===== src/rtl/nand_secded_ecc.sv =====
module nand_secded_ecc #(
  parameter int BLK_BYTES = 512,
  parameter int NBLK      = 4
) (
  input  logic                                  clk,
  input  logic                                  rst_n,
  input  logic                                  cmd_vld,
  input  logic [$clog2(BLK_BYTES)-1:0]          cmd_off,
  input  logic                                  byte_vld,
  input  logic [7:0]                            byte_dat,
  input  logic                                  byte_last,
  input  logic                                  chk_vld,
  input  logic [$clog2(NBLK)-1:0]               chk_idx,
  input  logic [2*($clog2(BLK_BYTES)+3)-1:0]    chk_code,
  input  logic                                  res_clr,
  output logic                                  busy,
  output logic [NBLK-1:0]                       code_done,
  output logic [NBLK*2*($clog2(BLK_BYTES)+3)-1:0] code_out,
  output logic [NBLK-1:0]                       res_vld,
  output logic [NBLK-1:0]                       res_corr,
  output logic [NBLK-1:0]                       res_unc,
  output logic [NBLK-1:0]                       res_cerr,
  output logic [NBLK*($clog2(BLK_BYTES)+3)-1:0] res_loc
);
  localparam int CNT_W  = $clog2(BLK_BYTES);
  localparam int IDX_W  = $clog2(NBLK);
  localparam int NPAIR  = CNT_W + 3;
  localparam int CODE_W = 2 * NPAIR;

  function automatic logic [CODE_W-1:0] byte_term(input logic [7:0] d,
                                                  input logic [CNT_W-1:0] n);
    logic [CODE_W-1:0] t;
    logic p;
    t = '0;
    p = ^d;
    for (int k = 0; k < 3; k++)
      for (int b = 0; b < 8; b++)
        if (((b >> k) & 1) != 0) t[2*k+1] = t[2*k+1] ^ d[b];
        else                     t[2*k]   = t[2*k]   ^ d[b];
    for (int j = 0; j < CNT_W; j++)
      if (n[j]) t[2*(j+3)+1] = p;
      else      t[2*(j+3)]   = p;
    return t;
  endfunction

  logic [CODE_W-1:0] acc, acc_nxt, syn;
  logic [CNT_W-1:0]  cnt;
  logic [IDX_W-1:0]  blk;
  logic [CODE_W-1:0] code_q [NBLK];
  logic [NPAIR-1:0]  loc_q  [NBLK];
  logic [NPAIR-1:0]  syn_loc;
  logic              all_diff, one_bit, blk_end, start;

  assign start   = cmd_vld && (cmd_off == '0);
  assign acc_nxt = acc ^ byte_term(byte_dat, cnt);
  assign blk_end = byte_last || (cnt == CNT_W'(BLK_BYTES - 1));
  assign syn     = code_q[chk_idx] ^ chk_code;
  assign one_bit = ($countones(syn) == 1);

  always_comb begin
    all_diff = 1'b1;
    for (int k = 0; k < NPAIR; k++) begin
      all_diff   = all_diff & (syn[2*k] ^ syn[2*k+1]);
      syn_loc[k] = syn[2*k+1];
    end
  end

  always_ff @(posedge clk or negedge rst_n) begin
    if (!rst_n) begin
      busy      <= 1'b0;
      blk       <= '0;
      cnt       <= '0;
      acc       <= '0;
      code_done <= '0;
      for (int i = 0; i < NBLK; i++) code_q[i] <= '0;
    end else if (start) begin
      busy      <= 1'b1;
      blk       <= '0;
      cnt       <= '0;
      acc       <= '0;
      code_done <= '0;
    end else if (busy && byte_vld) begin
      if (blk_end) begin
        code_q[blk]    <= acc_nxt;
        code_done[blk] <= 1'b1;
        acc            <= '0;
        cnt            <= '0;
        blk            <= blk + 1'b1;
        if (blk == IDX_W'(NBLK - 1)) busy <= 1'b0;
      end else begin
        acc <= acc_nxt;
        cnt <= cnt + 1'b1;
      end
    end
  end

  always_ff @(posedge clk or negedge rst_n) begin
    if (!rst_n) begin
      res_vld  <= '0;
      res_corr <= '0;
      res_unc  <= '0;
      res_cerr <= '0;
      for (int i = 0; i < NBLK; i++) loc_q[i] <= '0;
    end else if (res_clr) begin
      res_vld  <= '0;
      res_corr <= '0;
      res_unc  <= '0;
      res_cerr <= '0;
      for (int i = 0; i < NBLK; i++) loc_q[i] <= '0;
    end else if (chk_vld && code_done[chk_idx]) begin
      res_vld[chk_idx]  <= 1'b1;
      res_corr[chk_idx] <= (syn != '0) && all_diff;
      res_cerr[chk_idx] <= one_bit;
      res_unc[chk_idx]  <= (syn != '0) && !all_diff && !one_bit;
      loc_q[chk_idx]    <= all_diff ? syn_loc : '0;
    end
  end

  for (genvar i = 0; i < NBLK; i++) begin : g_flat
    assign code_out[i*CODE_W +: CODE_W] = code_q[i];
    assign res_loc[i*NPAIR +: NPAIR]    = loc_q[i];
  end
endmodule


===== config.mk =====
export PLATFORM = sky130hd
export DESIGN_NAME = nand_secded_ecc
export DESIGN_NICKNAME = d
export VERILOG_FILES = /design/src/rtl/nand_secded_ecc.sv
export SDC_FILE = /design/constraint.sdc
export NUM_CORES = 1
export LEC_CHECK = 0
export ABC_CLOCK_PERIOD_IN_PS = 7100
export CAP_MARGIN = 20
export CELL_PAD_IN_SITES_DETAIL_PLACEMENT = 1
export CELL_PAD_IN_SITES_GLOBAL_PLACEMENT = 1
export CORE_MARGIN = 4
export CORE_UTILIZATION = 40
export CTS_CLUSTER_SIZE = 12
export DETAILED_ROUTE_END_ITERATION = 7
export MAX_ROUTING_LAYER = met4
export PLACE_DENSITY_LB_ADDON = 0.1
export SLEW_MARGIN = 40
export SYNTH_ARGS = -nofsm -noshare
export SYNTH_HDL_FRONTEND = slang
export SYNTH_SLANG_ARGS = --single-unit

===== constraint.sdc =====
create_clock -name clk -period 7.1 [get_ports clk]
set_clock_uncertainty 0.1 [all_clocks]
set_input_delay 0.71 -clock clk [delete_from_list [all_inputs] [get_ports clk]]
set_output_delay 0.71 -clock clk [all_outputs]
set_load 0.02 [all_outputs]

==> flow_metrics.tcl, run 1 <==
set metrics [dict create \
    die_w_um 163.4 \
    synth.area.top_cells "dfrtp_1 52%, mux4_2 5.6%, a31oi_1 4.8%, o21ai_0 4.1%, a22o_1 3.6%" \
    root_buffer "clkbuf_16" \
    ys.flop_type "dfrtp_1" \
    p_per_area_nw_per_um2 282.7 \
    grt-ovfl-total 0 \
    grt_max_degree 75 \
    setup_tns_ns 0 \
    ir_drop_mv 0.2502 \
    cts_tree "yes" \
    dp_cells 1389 \
    status "finished, final reports clean" \
    ctsHoldBuffers 0 \
    post-dp-hpwl_mm 23.32 \
    setup_viol 0 \
    postSynthAreaPerCell_um2 10.91 \
    endpoint_kind "flop" \
    htree_num_levels 4 \
    clk_path_buf_depth 2 \
    crit_arrival_ns 6.60 \
    clk_latency_ns 0.44 \
    drc 0 \
    die_h_um 163.4 \
    cts_made_buffers 17 \
    ctsResizeCount 0 \
    ioPinCount 215 \
    ys_seq_area_frac 0.5179 \
    synth-edff-count 0 \
    viasPerCell 5.510 \
    syn2layout_area_growth_pct 31.68 \
    design.core.area_um2 23610 \
    hold_viol_final 0 \
    period_share 0.8994 \
    ant_nets 0 \
    nFillCells 2561 \
    setup.worst_path.start_class "input pin" \
    max_slew_margin 0.4769 \
    fin_crit_ns 6.386 \
    worstPathRequired_ns 7.31 \
    critical_path_class "in -> reg" \
    place.gp.congestion 0.9082 \
    insertedDiodeCount 0 \
    pwr-share-comb 0.367 \
    intPower_uw 2267 \
    utilization 0.5389 \
    cts_sinks 200 \
    ys_types 45 \
    setup_slack_ns 0.7139 \
    yosysTopAreaCell "dfrtp_1" \
    grt_pass1_vias 8306 \
    syn-num-nets 978 \
    antenna_found_initial 0 \
    clockPowerShare 0.263 \
    via_count 7830 \
    avgRoutedWirePerCell_um 21.97 \
    synth_top_area_frac 0.5179 \
    dieArea_um2 26710 \
    max-cap-violations 0 \
    p_sw_uw 1331 \
    fin_cells 1421 \
    worstMarginPinSlew_ns 0.7787 \
    switching_share 0.3700 \
    port_buffers 214 \
    grt_pass1_wl_mm 48.78 \
    row_count 56 \
    firstDrtPassIters 6 \
    nNetsFinal 1181 \
    crit_fanout 11 \
    slew_viol_final 0 \
    finalPower_uw 3598 \
    min_path_type "in -> async" \
    syn_area_um2 9664 \
    post_cts.repair.setup_buffers 0 \
    synth_warnings 0 \
    synthCells 886 \
    rsz0062_at_grt "false" \
    pwr-share-seq 0.370 \
    grt_util_all_layers 0.2435 \
    fmax_mhz 156.6 \
    drt-initial-drc-count 373 \
    wirelength_mm 31.22 \
    clk_pin_slew_ns 0.08 \
    ys_async_sr_fraction 1.000 \
    cellLeakagePower_uw 0.005482 \
    drive_gt1_frac 0.08439 \
    ys_ff_latch 200 \
    place_ws_ns 0.2901 \
    initial_core_util 0.4093 \
]
-- final timing paths --
kind / start / to / slack (ns) / cells after the start
max: chk_idx[1] / res_unc[0] / 0.71 / 19
min: rst_n / res_loc[14] / 0.14 / 1
max reg2reg: code_out[72] / res_unc[0] / 1.44 / 16
min reg2reg: res_loc[14] / res_loc[14] / 0.38 / 2
max in group asynchronous: rst_n / code_out[50] / 5.67 / 2
min in group clk: res_loc[14] / res_loc[14] / 0.38 / 2
-- critical path, cell delays in order --
cell	delay (ns)
clkdlybuf4s50_1	0.88
buf_12	0.21
mux4_2	0.32
xnor2_1	0.33
fa_1	0.50
fa_1	0.50
inv_1	0.05
fa_1	0.47
inv_1	0.05
fa_1	0.47
inv_1	0.05
fa_1	0.43
ha_1	0.22
fa_1	0.44
nor4_1	0.26
nand2_1	0.09
a21oi_1	0.30
or3_1	0.23
o21ai_0	0.10
-- flip-flops by register name (all words and copies together) (netlist names) --
name / flops
res_corr: 4
res_unc: 4
busy: 1
acc: 24
code_done: 4
code_out: 96
res_loc: 48
res_vld: 4
blk: 2
cnt: 9
res_cerr: 4
-- power groups by stage --
stage / Sequential [uW] / Combinational (uW) / Clock [uW]
2_1_floorplan: 1390 / 789 / 0
3_3_place_gp: 1350 / 1230 / 0
3_5_place_dp: 1350 / 1310 / 0
4_1_cts: 1330 / 1330 / 960
5_1_grt: 1340 / 1500 / 1010
6_report: 1330 / 1320 / 946
-- synth_stat cells (3+ instances only) --
| cell type | count |
|---|---|
| a21o_1 | 4 |
| a21oi_1 | 5 |
| a22o_1 | 40 |
| a31oi_1 | 74 |
| and3_1 | 9 |
| buf_2 | 19 |
| buf_6 | 5 |
| clkbuf_1 | 24 |
| dfrtp_1 | 200 |
| fa_1 | 17 |
| ha_1 | 25 |
| inv_1 | 42 |
| mux4_2 | 24 |
| nand2_1 | 80 |
| nand3_1 | 9 |
| nand4_1 | 6 |
| nor2_1 | 91 |
| nor3_1 | 5 |
| o211ai_1 | 3 |
| o21ai_0 | 80 |
| o21ai_1 | 11 |
| o311ai_0 | 12 |
| o311ai_1 | 3 |
| o41ai_1 | 3 |
| or3_1 | 21 |
| or4_1 | 3 |
| xnor2_1 | 39 |
| xor2_1 | 9 |
-- metal layers --
layer	vias up	part of all wire	track usage
met4	0	0.015	0.05795
met2	195	0.52	0.4157
li1	3605	-	-
met3	33	0.041	0.03255
met5	-	0	-
met1	3997	0.43	0.3115
-- logic make-up (layout without fill, tap and decap cells) --
family / count (synthesis) / in the layout / share of synthesized area
AO/OA/AOI/OAI: 240 / 240 / 0.1603
AND/OR/NAND/NOR: 237 / 237 / 0.1103
flip-flops: 200 / 200 / 0.5179
buffers and inverters: 94 / 310 / 0.04350
XOR/XNOR: 48 / 48 / 0.04350
adder cells (fa/ha/maj): 42 / 42 / 0.06758
multiplexers: 25 / 25 / 0.05697
-- placed cells by master, fill, tap and decap left out, types with 3 or more instances in the layout --
cell	instances
clkdlybuf4s50_1	212
dfrtp_1	200
nor2_1	89
nand2_1	80
o21ai_0	80
a31oi_1	74
inv_1	42
a22o_1	40
xnor2_1	39
ha_1	25
mux4_2	24
or3_1	21
buf_4	19
fa_1	17
clkbuf_16	17
o311ai_0	12
o21ai_1	11
nand3_1	9
xor2_1	8
and3_1	8
nand4_1	6
nor3_1	5
a21o_1	4
a21oi_1	4
clkinvlp_4	4
o311ai_1	3
o41ai_1	3
or4_1	3
o211ai_1	3
inv_8	3
inv_6	3
clkbuf_8	3
-- through the flow --
step | cell area (um2) | hold WS [ns]
after floorplan | 9664 | 0.3144
after global placement | 12150 | 0.3643
after detailed placement | 12160 | 0.3701
after CTS | 12730 | 0.1560
after global routing | 12730 | 0.1612
final | 12730 | 0.1412
-- area by class of cell --
type / count / area, um2 / area share
well taps: 319 / 399.1 / 0.03136
clock inverters: 13 / 108.9 / 0.008554
repair buffers: 236 / 2326 / 0.1828
inverters: 42 / 157.7 / 0.01239
multi-input cells: 592 / 4277 / 0.3361
flip-flops and latches: 200 / 5005 / 0.3933
clock buffers: 19 / 452.9 / 0.03559
Note: power is estimated with default switching activity, not from simulation.
==> run 2, diff against run 1 <==
--- a/config.mk
+++ b/config.mk
@@ -10,7 +10,8 @@
 export CELL_PAD_IN_SITES_DETAIL_PLACEMENT = 1
 export CELL_PAD_IN_SITES_GLOBAL_PLACEMENT = 1
 export CORE_MARGIN = 4
-export CORE_UTILIZATION = 40
+export CORE_UTILIZATION = 41
+export CTS_BUF_LIST = sky130_fd_sc_hd__clkbuf_4
 export CTS_CLUSTER_SIZE = 12
 export DETAILED_ROUTE_END_ITERATION = 7
 export MAX_ROUTING_LAYER = met4
==> flow_metrics.tcl, run 2 (synthesis gave the netlist of run 1 again) <==
set metrics [dict create \
    wirelength_mm 31.12 \
    hold_path_startpoint "res_loc[28]" \
    avgRoutedWirePerCell_um 21.96 \
    cp.depth 19 \
    setup.worst_path.start_class "input pin" \
    die_h_um 161.5 \
    route.met2.wl_mm 15.86 \
    clk_path_buf_depth 2 \
    final_common_cell "clkdlybuf4s50_1" \
    ant_nets 0 \
    drive_gt1_frac 0.07993 \
    htree_num_levels 4 \
    syn2layout_area_growth_pct 28.43 \
    critical_path_class "in -> reg" \
    clk_latency_ns 0.60 \
    final_cell_mix "212 x clkdlybuf4s50_1, 200 x dfrtp_1, 89 x nor2_1" \
    holdPathEnd "res_loc[28]" \
    post_cts.repair.setup_buffers 0 \
    setup_tns_ns 0 \
    cts_made_buffers 17 \
    cts_tree "yes" \
    initial_core_util 0.4217 \
    period_share 0.8485 \
    cellLeakagePower_uw 0.005347 \
    hold_path_depth 2 \
    antenna_found_initial 2 \
    fmax_mhz 166.0 \
    cp_cell_sequence "clkdlybuf4s50_1 -> buf_12 -> mux4_2 -> xnor2_1 -> inv_1 -> fa_1 -> inv_1 -> fa_1 -> fa_1 -> fa_1 -> inv_1 -> fa_1 -> ha_1 -> fa_1 -> nor4_1 -> nand2_1 -> a21oi_1 -> or3_1 -> o21ai_0" \
    root_buffer "clkbuf_4" \
    grt-ovfl-total 0 \
    worstMarginPinSlew_ns 0.7557 \
    place_area_um2 12150 \
    grt_pass1_wl_mm 49.46 \
    r2r_start "code_out[77]" \
    fin_area_um2 12410 \
    nNetsFinal 1180 \
    slew_viol_final 0 \
    highest_layer "met4" \
    drt-initial-drc-count 569 \
    post-dp-hpwl_mm 23.64 \
    crit_start "chk_idx[1]" \
    design.core.area_um2 22920 \
    cts_sinks 200 \
    grt_max_degree 125 \
    via_count 7893 \
    crit_fanout 26 \
    ioPinCount 215 \
    worst-path-buf-inv 5 \
    finalPower_uw 3212 \
    drc 0 \
    setup_viol 0 \
    max_stage_delay_ns 0.57 \
    r2r_end "res_unc[1]" \
    drt-met1-wl_mm 13.45 \
    grt_util_all_layers 0.2490 \
    cpMostUsedCell "fa_1" \
    r2r_setup_slack_ns 1.33 \
    rr_worst_depth 17 \
    critPathTopFamily "adder cells" \
    crit_arrival_ns 6.41 \
    status "finished, final reports clean" \
    row_count 55 \
    firstDrtPassIters 4 \
    clk_pin_slew_ns 0.17 \
    p_per_area_nw_per_um2 258.8 \
    cp_slowest_cell "fa_1" \
    max_slew_margin 0.4956 \
    utilization 0.5416 \
    fin_crit_ns 6.024 \
    hold_viol_final 0 \
    wl_met3_mm 1.266 \
    min_path_type "reg -> reg" \
    die_w_um 161.5 \
    largest_reg_flops 96 \
    worstPathRequired_ns 7.48 \
    viasPerCell 5.570 \
    port_buffers 214 \
    ir_drop_mv 0.1800 \
    place.gp.congestion 0.8582 \
    grt_pass1_vias 8465 \
    max-cap-violations 0 \
    rsz0062_at_grt "false" \
    endpoint_kind "flop" \
    dieArea_um2 26090 \
]
-- run 2: cell count changes in the layout (fill, tap and decap cells not counted), moves of 2 or more --
cell	change
clkbuf_16	-16
clkbuf_4	+17
clkbuf_8	-3
clkinv_1	+2
clkinvlp_4	-2
diode_2	+3
inv_6	+2
-- run 2: routing by layer --
layer  up-vias  track usage
li1       3593            -
met1      4052       0.3230
met2       215       0.4163
met3        33      0.04108
met4         0      0.05390
met5         -            -
-- run 2: layout make-up --
cell class | instances | area, um2
inverters | 42 | 157.7
fillers | 2480 | 10500
flip-flops and latches | 200 | 5005
repair buffers | 235 | 2331
clock buffers | 17 | 127.6
multi-input cells | 592 | 4275
clock inverters | 15 | 116.4
well taps | 313 | 391.6
diodes | 3 | 7.507
-- run 2: where the power goes --
group	switching (uW)	internal, uW
Clock	426	146
Combinational	751	557
Sequential	102	1230
-- run 2: per-stage QoR --
| step | setup slack, ns | hold WS [ns] | instances |
|---|---|---|---|
| 6_report | 1.076 | 0.4083 | 1417 |
| 2_1_floorplan | 0.8179 | 0.3144 | 886 |
| 3_5_place_dp | 0.2720 | 0.3782 | 1381 |
| 4_1_cts | 0.9035 | 0.4156 | 1414 |
| 5_1_grt | 0.8535 | 0.4302 | 1417 |
| 3_3_place_gp | 0.5155 | 0.3664 | 1381 |
-- run 2: timing repair --
action,CTS,global route
endpoints found under the hold margin,17,0
setup endpoints to repair,0,0
hold buffers,1,0
gates resized for setup,0,0
-- run 2: worst reg2reg max path: stages (launching register included) --
cell     delay (ns)
dfrtp_1        0.45
mux4_2         0.49
xnor2_1        0.21
inv_1          0.10
fa_1           0.57
inv_1          0.06
fa_1           0.46
fa_1           0.49
fa_1           0.51
inv_1          0.05
fa_1           0.44
ha_1           0.22
fa_1           0.45
nor4_1         0.29
nand2_1        0.10
a21oi_1        0.34
or3_1          0.22
o21ai_0        0.10
-- run 2: worst max-delay path by stage --
| stage | end | slack, ns |
|---|---|---|
| floorplan | res_unc[1] | 0.82 |
| global placement | res_unc[1] | 0.52 |
| detailed placement | res_unc[1] | 0.27 |
| CTS | res_unc[1] | 0.90 |
| global route | res_unc[1] | 0.85 |
| finish | res_unc[1] | 1.08 |
==> run 3, diff against run 2 <==
--- a/config.mk
+++ b/config.mk
@@ -5,7 +5,7 @@
 export SDC_FILE = /design/constraint.sdc
 export NUM_CORES = 1
 export LEC_CHECK = 0
-export ABC_CLOCK_PERIOD_IN_PS = 7100
+export ABC_CLOCK_PERIOD_IN_PS = 5800
 export CAP_MARGIN = 20
 export CELL_PAD_IN_SITES_DETAIL_PLACEMENT = 1
 export CELL_PAD_IN_SITES_GLOBAL_PLACEMENT = 1
==> constraint.sdc (replaced) <==
create_clock -name clk -period 5.8 [get_ports clk]
set_clock_uncertainty 0.1 [all_clocks]
set_input_delay 0.58 -clock clk [delete_from_list [all_inputs] [get_ports clk]]
set_output_delay 0.58 -clock clk [all_outputs]
set_load 0.02 [all_outputs]
==> flow_metrics.tcl, run 3 (synthesis gave the netlist of run 1 again) <==
set metrics [dict create \
    status "finished, final reports clean" \
    drc 0 \
    max_stage_delay_ns 0.61 \
    final_cell_mix "212 x clkdlybuf4s50_1, 200 x dfrtp_1, 89 x nor2_1" \
    period_share 0.9787 \
    max_slew_margin 0.4682 \
    hold_viol_final 0 \
    initial_core_util 0.4217 \
    wirelength_mm 31.34 \
    cpMostUsedCell "fa_1" \
    r2r_end "res_unc[3]" \
    max-cap-violations 0 \
    drive_gt1_frac 0.1043 \
    viasPerCell 5.531 \
    avgRoutedWirePerCell_um 21.81 \
    cp_slowest_cell "fa_1" \
    ioPinCount 215 \
    largest_reg_flops 96 \
    setup_viol 0 \
    drt-initial-drc-count 377 \
    crit_start "chk_idx[1]" \
    slew_viol_final 0 \
    endpoint_kind "flop" \
    hold_path_depth 1 \
    setup.worst_path.start_class "input pin" \
    cts_made_buffers 17 \
    final_common_cell "clkdlybuf4s50_1" \
    via_count 7948 \
    clk_path_buf_depth 2 \
    cp_cell_sequence "clkdlybuf4s50_1 -> buf_12 -> mux4_2 -> xor2_2 -> inv_1 -> fa_1 -> fa_1 -> fa_1 -> fa_1 -> inv_1 -> fa_1 -> ha_1 -> fa_1 -> nor4_2 -> nand2_1 -> a21oi_2 -> or3_1 -> o41ai_2" \
    place.gp.congestion 0.9297 \
    row_count 55 \
    antenna_found_initial 2 \
    syn2layout_area_growth_pct 31.03 \
    r2r_start "code_out[72]" \
    htree_num_levels 4 \
    crit_fanout 19 \
    clk_latency_ns 0.59 \
    min_path_type "reg -> reg" \
    r2r_setup_slack_ns 0.20 \
    grt_pass1_wl_mm 48.98 \
    grt-ovfl-total 0 \
    die_w_um 161.5 \
    firstDrtPassIters 4 \
    setup_tns_ns 0 \
    setup_slack_ns 0.1233 \
    fin_area_um2 12660 \
    holdWs_ns 0.4100 \
    crit_arrival_ns 6.05 \
    fin_crit_ns 5.677 \
    cellLeakagePower_uw 0.005490 \
    grt_max_degree 113 \
    post_cts.repair.setup_buffers 0 \
    nFillCells 2443 \
    place_area_um2 12340 \
    design.core.area_um2 22920 \
    finalPower_uw 4230 \
    post-dp-hpwl_mm 23.65 \
    ant_nets 0 \
    grt_pass1_vias 8371 \
    clk_pin_slew_ns 0.18 \
    ir_drop_mv 0.4663 \
    cts_sinks 200 \
    worstMarginPinSlew_ns 0.7964 \
    p_per_area_nw_per_um2 334.0 \
    die_h_um 161.5 \
    place_ws_ns -0.5076 \
    nNetsFinal 1201 \
    dieArea_um2 26090 \
    rr_worst_depth 16 \
    cp-endpoint "res_unc[3]" \
    grt_util_all_layers 0.2476 \
    worstPathRequired_ns 6.18 \
    fmax_mhz 176.2 \
    port_buffers 214 \
    critical_path_class "in -> reg" \
    root_buffer "clkbuf_4" \
    cts_tree "yes" \
]
-- run 3: cell types whose count changed in the layout (fill, tap and decap cells not counted), sizes merged --
| cell | delta |
|---|---|
| diode | -1 |
| clkinv | -2 |
| buf | +21 |
| clkinvlp | -1 |
| bufinv | +1 |
| inv | +2 |
-- run 3: through the flow --
step / std cells / util
finish: 1437 / 0.5526
global route: 1437 / 0.5526
CTS: 1435 / 0.5515
detailed placement: 1402 / 0.5386
global placement: 1402 / 0.5384
floorplan: 886 / -
-- run 3: power by group --
part           internal (uW)  switching, uW  leakage, uW
sequential              1510            124      0.00275
combinational            803           1030      0.00259
clock                    232            536     0.000152
-- run 3: worst min-delay path by stage --
stage	from	to	slack, ns
finish	res_vld[0]	res_vld[0]	0.41
global route	res_loc[38]	res_loc[38]	0.43
CTS	res_vld[0]	res_vld[0]	0.42
detailed placement	res_loc[38]	res_loc[38]	0.38
global placement	res_loc[27]	res_loc[27]	0.37
floorplan	rst_n	acc[0]	0.18
-- run 3: per-layer routing --
metal / share of wire / GRT usage
met1: 0.43 / 0.3109
met2: 0.52 / 0.4180
met3: 0.036 / 0.04159
met4: 0.022 / 0.06824
met5: 0 / -
-- run 3: layout make-up --
type	instances	area [um2]	area share
diodes	2	5.005	0.0003952
clock buffers	17	127.6	0.01008
clock inverters	15	156.4	0.01235
inverters	42	157.7	0.01245
multi-input cells	592	4324	0.3415
flip-flops and latches	200	5005	0.3952
well taps	313	391.6	0.03093
repair buffers	256	2496	0.1971
-- run 3: repair_timing --
item,in CTS,in global routing
endpoints found under the hold margin,88,0
setup endpoints to repair,0,4
hold buffers,1,0
gates resized for setup,0,3
-- run 3: worst max-delay path: cells and delay by family --
family,cells,cell delay [ns]
simple gates,3,0.53
xor+xnor,1,0.16
mux,1,0.35
buf+inv,4,0.84
fa+ha+maj,7,3.29
compound gates,2,0.30
